## src/rtl/npc_pkg.sv

```systemverilog
package npc_pkg;

  typedef enum logic [1:0] {
    POL_STALL   = 2'b00,
    POL_PREDICT = 2'b01,
    POL_DELAY   = 2'b10,
    POL_SPARE   = 2'b11
  } policy_e;

  // the spare code behaves as the stall policy
  function automatic policy_e norm_policy(input logic [1:0] code);
    if (code == 2'b11) begin
      return POL_STALL;
    end
    return policy_e'(code);
  endfunction

endpackage

```

## src/rtl/npc_adders.sv

```systemverilog
module npc_adders #(
  parameter int unsigned AW         = 32,
  parameter int unsigned INSN_BYTES = 4
) (
  input  logic [AW-1:0] cur_pc,
  input  logic [AW-1:0] br_pc,
  input  logic [AW-1:0] br_off,
  output logic [AW-1:0] seq_pc,
  output logic [AW-1:0] br_fall,
  output logic [AW-1:0] br_tgt
);
  localparam logic [AW-1:0] STEP = AW'(INSN_BYTES);

  always_comb begin
    seq_pc  = cur_pc + STEP;
    br_fall = br_pc + STEP;
    br_tgt  = br_pc + br_off;
  end
endmodule

```

## src/rtl/npc_ex_stage.sv

```systemverilog
module npc_ex_stage #(
  parameter int unsigned AW = 32
) (
  input  logic          clk,
  input  logic          rst_n,
  input  logic          adv,
  input  logic          dec_take,
  input  logic          dec_kill,
  input  logic [AW-1:0] dec_pc,
  input  logic [AW-1:0] dec_off,
  output logic          ex_valid,
  output logic [AW-1:0] ex_pc,
  output logic [AW-1:0] ex_off,
  output logic          waiting
);
  logic          vld_q, vld_d;
  logic [AW-1:0] pc_q, pc_d;
  logic [AW-1:0] off_q, off_d;

  always_comb begin
    waiting = dec_take & ~dec_kill;
    vld_d   = vld_q;
    pc_d    = pc_q;
    off_d   = off_q;
    if (adv) begin
      vld_d = waiting;
      pc_d  = dec_pc;
      off_d = dec_off;
    end
  end

  always_ff @(posedge clk or negedge rst_n) begin
    if (!rst_n) begin
      vld_q <= 1'b0;
      pc_q  <= '0;
      off_q <= '0;
    end else begin
      vld_q <= vld_d;
      pc_q  <= pc_d;
      off_q <= off_d;
    end
  end

  assign ex_valid = vld_q;
  assign ex_pc    = pc_q;
  assign ex_off   = off_q;

  AST_EX_HOLD: assert property (@(posedge clk) disable iff (!rst_n)
    !adv |=> vld_q == $past(vld_q)) else $error("ex stage moved under freeze");
endmodule

```

## src/rtl/npc_policy.sv

```systemverilog
module npc_policy
  import npc_pkg::*;
#(
  parameter int unsigned AW   = 32,
  parameter bit          LATE = 1'b1
) (
  input  policy_e       pol,
  input  logic          frz,
  input  logic          rs_valid,
  input  logic          rs_equal,
  input  logic          waiting,
  input  logic [AW-1:0] cur_pc,
  input  logic [AW-1:0] seq_pc,
  input  logic [AW-1:0] br_fall,
  input  logic [AW-1:0] br_tgt,
  output logic [AW-1:0] npc,
  output logic          stall,
  output logic          sq_fetch,
  output logic          sq_dec
);
  logic taken;

  always_comb begin
    taken    = rs_valid & rs_equal;
    npc      = seq_pc;
    stall    = 1'b0;
    sq_fetch = 1'b0;
    sq_dec   = 1'b0;
    unique case (pol)
      POL_PREDICT: begin
        if (taken) begin
          npc      = br_tgt;
          sq_fetch = 1'b1;
          sq_dec   = LATE;
        end
      end
      POL_DELAY: begin
        if (taken) begin
          npc      = br_tgt;
          sq_fetch = LATE;
        end
      end
      default: begin
        if (rs_valid) begin
          stall = 1'b1;
          npc   = taken ? br_tgt : br_fall;
        end else if (waiting) begin
          stall = 1'b1;
          npc   = cur_pc;
        end
      end
    endcase
    if (frz) begin
      npc      = cur_pc;
      stall    = 1'b0;
      sq_fetch = 1'b0;
      sq_dec   = 1'b0;
    end
  end

  always_comb begin
    AST_NO_STALL_AND_SQUASH: assert (!(stall && sq_fetch)) else $error("stall with squash");
  end
endmodule

```

## src/rtl/npc_branch_unit.sv

```systemverilog
module npc_branch_unit
  import npc_pkg::*;
#(
  parameter int unsigned AW         = 32,
  parameter logic [AW-1:0] RESET_PC = '0,
  parameter bit          RESOLVE_EX = 1'b1,
  parameter int unsigned INSN_BYTES = 4
) (
  input  logic          clk,
  input  logic          rst_n,
  input  logic [1:0]    mode_sel,
  input  logic          freeze,
  input  logic          dec_branch,
  input  logic [AW-1:0] dec_pc,
  input  logic [AW-1:0] dec_offset,
  input  logic          op_equal,
  output logic [AW-1:0] fetch_pc,
  output logic [AW-1:0] next_pc,
  output logic          fetch_stall,
  output logic          squash_fetch,
  output logic          squash_dec
);
  logic          boot_q, boot_d;
  logic [1:0]    mode_q, mode_d;
  logic          dv_q, dv_d;
  logic [AW-1:0] pc_q, pc_d;
  policy_e       pol;
  logic          adv, dec_take;
  logic          rs_valid, waiting;
  logic [AW-1:0] rs_pc, rs_off;
  logic [AW-1:0] seq_pc, br_fall, br_tgt, npc;
  logic          stall_w, sqf_w, sqd_w;

  assign adv      = ~freeze;
  assign pol      = norm_policy(boot_q ? mode_sel : mode_q);
  assign dec_take = dec_branch & dv_q;   // bubbles never resolve

  generate
    if (RESOLVE_EX) begin : g_late
      npc_ex_stage #(.AW(AW)) u_ex (
        .clk      (clk),
        .rst_n    (rst_n),
        .adv      (adv),
        .dec_take (dec_take),
        .dec_kill (sqd_w),
        .dec_pc   (dec_pc),
        .dec_off  (dec_offset),
        .ex_valid (rs_valid),
        .ex_pc    (rs_pc),
        .ex_off   (rs_off),
        .waiting  (waiting)
      );
    end else begin : g_early
      assign rs_valid = dec_take;
      assign rs_pc    = dec_pc;
      assign rs_off   = dec_offset;
      assign waiting  = 1'b0;
    end
  endgenerate

  npc_adders #(.AW(AW), .INSN_BYTES(INSN_BYTES)) u_add (
    .cur_pc  (pc_q),
    .br_pc   (rs_pc),
    .br_off  (rs_off),
    .seq_pc  (seq_pc),
    .br_fall (br_fall),
    .br_tgt  (br_tgt)
  );

  npc_policy #(.AW(AW), .LATE(RESOLVE_EX)) u_pol (
    .pol      (pol),
    .frz      (freeze),
    .rs_valid (rs_valid),
    .rs_equal (op_equal),
    .waiting  (waiting),
    .cur_pc   (pc_q),
    .seq_pc   (seq_pc),
    .br_fall  (br_fall),
    .br_tgt   (br_tgt),
    .npc      (npc),
    .stall    (stall_w),
    .sq_fetch (sqf_w),
    .sq_dec   (sqd_w)
  );

  always_comb begin
    boot_d = 1'b0;
    mode_d = boot_q ? mode_sel : mode_q;
    pc_d   = npc;
    dv_d   = dv_q;
    if (adv) begin
      dv_d = ~(stall_w | sqf_w);
    end
  end

  always_ff @(posedge clk or negedge rst_n) begin
    if (!rst_n) begin
      boot_q <= 1'b1;
      mode_q <= 2'b00;
      pc_q   <= RESET_PC;
      dv_q   <= 1'b0;
    end else begin
      boot_q <= boot_d;
      mode_q <= mode_d;
      pc_q   <= pc_d;
      dv_q   <= dv_d;
    end
  end

  assign fetch_pc     = pc_q;
  assign next_pc      = npc;
  assign fetch_stall  = stall_w;
  assign squash_fetch = sqf_w;
  assign squash_dec   = sqd_w;

  AST_PC_FOLLOWS: assert property (@(posedge clk) disable iff (!rst_n)
    !freeze |=> fetch_pc == $past(next_pc)) else $error("pc did not follow");
  AST_FREEZE_QUIET: assert property (@(posedge clk) disable iff (!rst_n)
    freeze |-> (next_pc == fetch_pc) && !fetch_stall && !squash_fetch && !squash_dec)
    else $error("activity under freeze");
  AST_MODE_HELD: assert property (@(posedge clk) disable iff (!rst_n)
    !boot_q |=> mode_q == $past(mode_q)) else $error("policy changed");
  AST_STALL_NO_SQUASH: assert property (@(posedge clk) disable iff (!rst_n)
    pol == POL_STALL |-> !squash_fetch && !squash_dec) else $error("squash in stall policy");
  AST_PREDICT_NO_STALL: assert property (@(posedge clk) disable iff (!rst_n)
    pol == POL_PREDICT |-> !fetch_stall) else $error("stall in predict policy");
  AST_DEC_SQUASH_PAIRED: assert property (@(posedge clk) disable iff (!rst_n)
    squash_dec |-> squash_fetch) else $error("lone decode squash");
  AST_SLOT_KEPT: assert property (@(posedge clk) disable iff (!rst_n)
    pol == POL_DELAY |-> !squash_dec && !fetch_stall) else $error("delay slot lost");
  AST_BUBBLE_IGNORED: assert property (@(posedge clk) disable iff (!rst_n)
    (!RESOLVE_EX && !dv_q && !freeze) |-> next_pc == fetch_pc + AW'(INSN_BYTES) && !fetch_stall)
    else $error("bubble resolved");
endmodule

```

## config.mk

```make
export PLATFORM = sky130hd
export DESIGN_NAME = npc_branch_unit
export DESIGN_NICKNAME = d
export VERILOG_FILES = /design/src/rtl/npc_pkg.sv /design/src/rtl/npc_adders.sv /design/src/rtl/npc_ex_stage.sv /design/src/rtl/npc_policy.sv /design/src/rtl/npc_branch_unit.sv
export SDC_FILE = /design/constraint.sdc
export NUM_CORES = 1
export LEC_CHECK = 0
export BUFFER_PORTS_ARGS = -buffer_cell sky130_fd_sc_hd__buf_4
export CAP_MARGIN = 25
export CELL_PAD_IN_SITES_DETAIL_PLACEMENT = 1
export CELL_PAD_IN_SITES_GLOBAL_PLACEMENT = 2
export CORE_ASPECT_RATIO = 0.7
export CORE_MARGIN = 4
export CORE_UTILIZATION = 36
export CTS_CLUSTER_DIAMETER = 200
export CTS_CLUSTER_SIZE = 8
export DETAILED_ROUTE_END_ITERATION = 12
export PLACE_DENSITY = 0.93
export SKIP_LAST_GASP = 1
export SYNTH_ARGS = -nofsm -noshare
export SYNTH_HDL_FRONTEND = slang
export SYNTH_HIERARCHICAL = 1
export SYNTH_SLANG_ARGS = --single-unit
```

## constraint.sdc

```tcl
create_clock -name clk -period 4.4 [get_ports clk]
set_input_delay 0.66 -clock clk [delete_from_list [all_inputs] [get_ports clk]]
set_output_delay 0.66 -clock clk [all_outputs]
set_load 0.005 [all_outputs]
```

==> results.yml, run 1 <==
place:
  place_inst: 1256
  gp_congestion: 0.875
  post-place-ws_ps: -20.2
  place_area_sq_mm: 0.00939
  hpwl_um: 20000
  portBuffers: 137
sta:
  skew_ps: 10.1
  rsz0062_at_grt: "true"
  timing.final.hold_violations: 0
  setup_violations: 2
  fin_setup_tns_ps: -23.7
  finalWorstSetupSlack_ps: -20.7
  finalCritPeriodShare_pct: 100
  worst_slew_pin_slew_ps: 885
  report.final.slew_viol_count: 0
  period_minus_slack_ps: 4420
  relSlewSlack_pct: 41.0
  fmaxAchievable_mhz: 226
finish:
  fin_area_sq_mm: 0.00998
  nets: 1114
  postLayoutCoreUtil_pct: 45.6
  finalNonFillerCells: 1295
  area_growth_pct: 23.3
  antennaDiodeCount: 0
  layout-drive-gt1-share_pct: 30.5
critical_path:
  arrival_ps: 3760
  cp_max_fo: 3
  startpoint: "g_late.u_ex/ex_off[0]$_DFFE_PN0P_"
  crit_required_ps: 3740
  r2r-start: "g_late.u_ex/ex_off[0]$_DFFE_PN0P_"
  r2r-end: "fetch_pc[20]$_DFF_PN0_"
  cp-end-kind: "output port"
  reg2reg_depth: 15
  cp-start-kind: "flip-flop"
  r2r_slack_ps: 970
  crit_type: "reg2out"
clock_tree:
  htree_levels: 3
  cts-root-buf: "clkbuf_16"
  path_clk_slew_ps: 70
  clkLatencyLatePin_ps: 360
  clock-sinks: 101
  clockBufferDepth: 2
  numCtsBuffers: 9
  cts_tree: "yes"
yosys:
  ys_warn_count: 6
  synth_compound_area_share_pct: 16.9
  ys_async_sr_fraction_pct: 100
  synth-simple-area-share_pct: 13.6
  yosys.area.top_type: "dfrtp_1"
  synth_xor_area_share_pct: 9.31
  synthFlopType: "dfrtp_1"
  synth_top_family_by_area: "multiplexers"
  synth_top_cell_area_share_pct: 30.9
  synthCells: 858
  synthesis.area_sq_mm: 0.00809
  synth.mux.area_fraction_pct: 17.7
  synth_cell_type_count: 54
  syn-mean-instance-area_sq_um: 9.43
  ys_seq_elements: 101
  synth_fa_ha_area_share_pct: 5.50
  synth_area_leaders: "dfrtp_1, mux2_4, xnor2_1"
  yosysSeqAreaShare_pct: 31.3
  synth_edf_count: 0
  synth_nets: 964
floorplan:
  design.die.area_sq_mm: 0.0250
  core-area_sq_mm: 0.0219
  chipWidth_um: 187
  rows: 45
  io_pins: 138
  start_util_pct: 36.9
  die_h_um: 133
hold_path:
  hp-class: "in2async"
status:
  status: "complete, but fails checks"
  violations: "negative setup slack"
drt:
  detail-route-antenna-nets: 0
  drc: 0
  first_iter_violations: 467
  drtPass1Iterations: 5
  wire_per_inst_um: 20.7
  vias_per_cell: 5.55
  wl_um: 26800
  vias: 7190
power_and_ir_drop:
  power_leakage_nw: 4.53
  peakVddDrop_mv: 0.227
  power_density_mw_per_mm2: 453
global_routing:
  use_met3_pct: 4.27
  grt_pass1_wl_um: 42300
  grt_use_total_pct: 21.0
  busiest_layer: "met2"
  grt.met2_usage_pct: 31.6
  first_global_vias: 7357
  grt_max_degree: 68
  grt.overflow.total: 0
  antenna_found_initial: 0
  met1_usage_pct: 31.3
flow_run:
  max_cap_violations: 0
-- sequential cells by signal (all words and copies together) (netlist names) --
| register | count |
|---|---|
| dv_q | 1 |
| boot_q | 1 |
| fetch_pc | 32 |
| g_late.u_ex/ex_valid | 1 |
| g_late.u_ex/ex_off | 32 |
| mode_q | 2 |
| g_late.u_ex/ex_pc | 32 |
-- layout by cell type (no fill, tap or decap), drive strengths merged, types with 3 or more instances in the layout --
master	instances
a211o	3
a211oi	19
a21o	13
a21oi	61
a222oi	16
a31oi	10
and2	8
and3	20
buf	185
clkbuf	16
dfrtp	100
ha	34
inv	43
mux2	82
mux2i	32
nand2	63
nand2b	4
nand3	28
nand4	8
nor2	43
nor2b	20
nor3b	19
o211ai	17
o21ai	52
xnor2	54
xor2	32
-- critical path, cell delays in order (launching register included) --
cell and delay, ps:
dfrtp_1 390, ha_2 210, fa_2 350, a21o_4 220, a31o_4 230, a221o_1 310, a41o_1 220, a31oi_2 160
o21ai_2 80, a41o_1 190, xor2_1 180, mux2i_1 100, nand2_1 90, o21ai_1 70, a222oi_1 320, buf_4 190
buf_6 90
-- per-stage QoR --
| stage | power (W) | hold WS [ps] |
|---|---|---|
| finish | 0.00452 | 406 |
| global route | 0.00481 | 482 |
| CTS | 0.00444 | 444 |
| detailed placement | 0.00362 | 475 |
| global placement | 0.00355 | 457 |
| floorplan | 0.00268 | 364 |
-- repair_timing --
| action | in CTS | in global routing |
|---|---|---|
| hold buffers | 0 | 0 |
| pin swaps | 13 | 13 |
| setup buffers | 11 | 11 |
| setup endpoints to repair | 8 | 11 |
| resized for setup | 13 | 17 |
-- report_power, final --
| part | switching (W) | internal (W) |
|---|---|---|
| Sequential | 0.000292 | 0.00111 |
| Clock | 0.000344 | 0.000401 |
| Combinational | 0.00118 | 0.00119 |
| Total | 0.00182 | 0.00270 |
-- layout make-up --
cell class                 count  area, sq um
fill                        2496        11900
multi-input combinational    667         5240
sequential                   101         2530
timing repair buffer         185         1430
tap                          282          353
clock buffer                  16          262
inverter                      44          166
-- cell families after synthesis --
group | after synthesis
compound gates | 212
xor+xnor | 86
fa+ha+maj | 35
buf+inv | 90
flops | 101
mux | 114
other cells | 1
simple gates | 219
-- worst max path at each step --
stage | slack [ps] | end | cells past startpoint
6_report | -20 | next_pc[24] | 16
5_1_grt | -200 | next_pc[31] | 14
2_1_floorplan | 480 | next_pc[24] | 14
3_3_place_gp | 40 | next_pc[24] | 16
3_5_place_dp | -20 | next_pc[24] | 16
4_1_cts | -60 | next_pc[24] | 16
-- routing by layer --
metal | part of all wire, % | vias to the layer above | routed length [um]
li1 | - | 3388 | -
met1 | 50 | 3555 | 13300
met2 | 43 | 221 | 11600
met3 | 6.0 | 26 | 1610
met4 | 1.3 | 0 | 340
met5 | 0 | - | 0
-- Yosys cell counts, types with 6 or more instances --
cell and number:
a211oi_1 19, mux2i_1 32, clkbuf_1 13, dfrtp_1 100
o211ai_1 17, xor2_1 32, a21o_1 12, mux2_4 51
nand3_1 28, buf_4 7, xnor2_1 54, ha_1 34
nor3b_1 19, buf_6 8, a31oi_1 10, and2_1 6
a222oi_1 16, a21oi_1 61, nand4_1 8, inv_1 44
nor2_1 43, buf_2 15, nand2_1 63, o21ai_0 50
nor2b_1 20, and3_1 20, mux2_2 31
No activity file was read; power rests on OpenSTA's default activity.
==> run 2: changes to the inputs <==
- CORE_UTILIZATION: 36 -> 38
- PLACE_DENSITY: 0.93 -> 0.95
- clock period: 4.4 -> 5.3 ns (I/O delays scaled with it)
==> results.yml, run 2 (synthesis results as in run 1) <==
clock_tree:
  cts-resized-gates: 0
  clock-sinks: 101
  path_clk_slew_ps: 70
  cts-root-buf: "clkbuf_16"
  clockBufferDepth: 2
  cts_tree: "yes"
  htree_levels: 3
  numCtsBuffers: 9
  clkLatencyLatePin_ps: 370
  hold_buffers: 0
finish:
  layout_common_cells: "buf_4, dfrtp_1, nand2_1"
  antennaDiodeCount: 0
  final_common_cell: "buf_4"
  fin_area_sq_mm: 0.00959
  area_growth_pct: 18.5
  nets: 1078
  layout-drive-gt1-share_pct: 26.3
sta:
  relSlewSlack_pct: 31.8
  setup_violations: 0
  hold_ws_ps: 475
  fmaxAchievable_mhz: 194
  finalCritPeriodShare_pct: 97.2
  worst_slew_pin_slew_ps: 1020
  skew_ps: 9.56
  period_minus_slack_ps: 5150
  report.final.slew_viol_count: 0
  timing.final.hold_violations: 0
floorplan:
  chipWidth_um: 182
  io_pins: 138
  core-area_sq_mm: 0.0208
  die_h_um: 130
  design.die.area_sq_mm: 0.0237
  start_util_pct: 38.9
  rows: 44
drt:
  drtPass1Iterations: 6
  wl_um: 26400
  vias: 7119
  detail-route-antenna-nets: 0
  wire_per_inst_um: 21.0
  drc: 0
  first_iter_violations: 473
  vias_per_cell: 5.68
critical_path:
  cp-end-kind: "output port"
  crit_type: "reg2out"
  startpoint: "g_late.u_ex/ex_pc[4]$_DFFE_PN0P_"
  arrival_ps: 4360
  cp_max_fo: 7
  r2r_slack_ps: 1350
  crit_required_ps: 4510
  endpoint: "next_pc[31]"
  reg2reg_depth: 14
  r2r-end: "fetch_pc[31]$_DFF_PN0_"
  cp-start-kind: "flip-flop"
  r2r-start: "g_late.u_ex/ex_pc[4]$_DFFE_PN0P_"
place:
  gp_congestion: 0.883
  hpwl_um: 19500
  portBuffers: 137
  place_area_sq_mm: 0.00927
power_and_ir_drop:
  switching_share_pct: 40.5
  p_int_w: 0.00218
  combPwrFrac_pct: 49.5
  p_sw_w: 0.00148
  p_seq_share_pct: 32.2
  power.clock.fraction_pct: 18.3
  power_density_mw_per_mm2: 382
  peakVddDrop_mv: 0.178
  power_leakage_nw: 4.35
hold_path:
  hp-class: "reg2reg"
  hold_path.startpoint: "dv_q$_DFFE_PN0N_"
global_routing:
  first_global_vias: 7089
  grt_max_degree: 68
  grt_pass1_wl_um: 41300
  grt.overflow.total: 0
  antenna_found_initial: 0
  grt_use_total_pct: 22.1
flow_run:
  max_cap_violations: 0
status:
  status: "finished clean"
[run 2: power by group through the flow]
| stage | Clock (W) | Combinational (W) | Sequential [W] |
|---|---|---|---|
| floorplan | 0 | 0.00112 | 0.00111 |
| global placement | 0 | 0.00173 | 0.00118 |
| detailed placement | 0 | 0.00178 | 0.00119 |
| CTS | 0.000692 | 0.00179 | 0.00118 |
| global route | 0.000726 | 0.00199 | 0.00121 |
| finish | 0.000670 | 0.00181 | 0.00118 |
[run 2: how the worst min path moves through the flow]
| stage | to | slack [ps] | cells past startpoint |
|---|---|---|---|
| floorplan | dv_q$_DFFE_PN0N_ | 440 | 2 |
| global placement | dv_q$_DFFE_PN0N_ | 450 | 2 |
| detailed placement | dv_q$_DFFE_PN0N_ | 460 | 2 |
| CTS | dv_q$_DFFE_PN0N_ | 480 | 2 |
| global route | dv_q$_DFFE_PN0N_ | 500 | 2 |
| finish | dv_q$_DFFE_PN0N_ | 470 | 2 |
[run 2: metrics by stage]
| step | utilization [%] | instances | setup slack (ps) | setup TNS, ps | total power, W |
|---|---|---|---|---|---|
| after floorplan | - | 858 | 1250 | 0 | 0.00222 |
| after global placement | 44.4 | 1233 | 599 | 0 | 0.00291 |
| after detailed placement | 44.6 | 1234 | 549 | 0 | 0.00297 |
| after CTS | 46.0 | 1250 | 141 | 0 | 0.00366 |
| after global routing | 46.1 | 1253 | -72.2 | -72.2 | 0.00392 |
| final | 46.1 | 1253 | 148 | 0 | 0.00366 |
[run 2: repair_timing]
action,4_1_cts,5_1_grt
setup endpoints to repair,0,2
buffers inserted,0,2
hold endpoints to repair,0,0
[run 2: layout make-up]
| type | instances | area [sq um] |
|---|---|---|
| Clock inverter | 6 | 63.8 |
| Fill cell | 2433 | 11200 |
| Inverter | 44 | 166 |
| Tap cell | 276 | 345 |
| Multi-Input combinational cell | 667 | 5110 |
| Clock buffer | 10 | 229 |
| Timing Repair Buffer | 149 | 1140 |
| Sequential cell | 101 | 2530 |
[run 2: worst max-delay path: stages (launching register included)]
cell and delay, ps:
dfrtp_1 480, ha_1 440, a21oi_1 240, o21ai_1 210, o2111ai_1 320, nand4_1 130
a41oi_1 380, o21ai_0 270, a31oi_1 260, xnor2_1 200, mux2i_1 160, nand2_1 110
o21ai_0 130, a222oi_1 370, buf_4 190, buf_4 100
[run 2: metal layers]
layer / global-route usage, % / vias up / wire [um] / share of wire, %
met5: 0 / - / 0 / 0
met4: 6.04 / 0 / 444 / 1.7
met3: 4.26 / 30 / 1530 / 5.8
met2: 32.4 / 235 / 11300 / 43
met1: 33.3 / 3533 / 13100 / 50
li1: - / 3321 / - / -
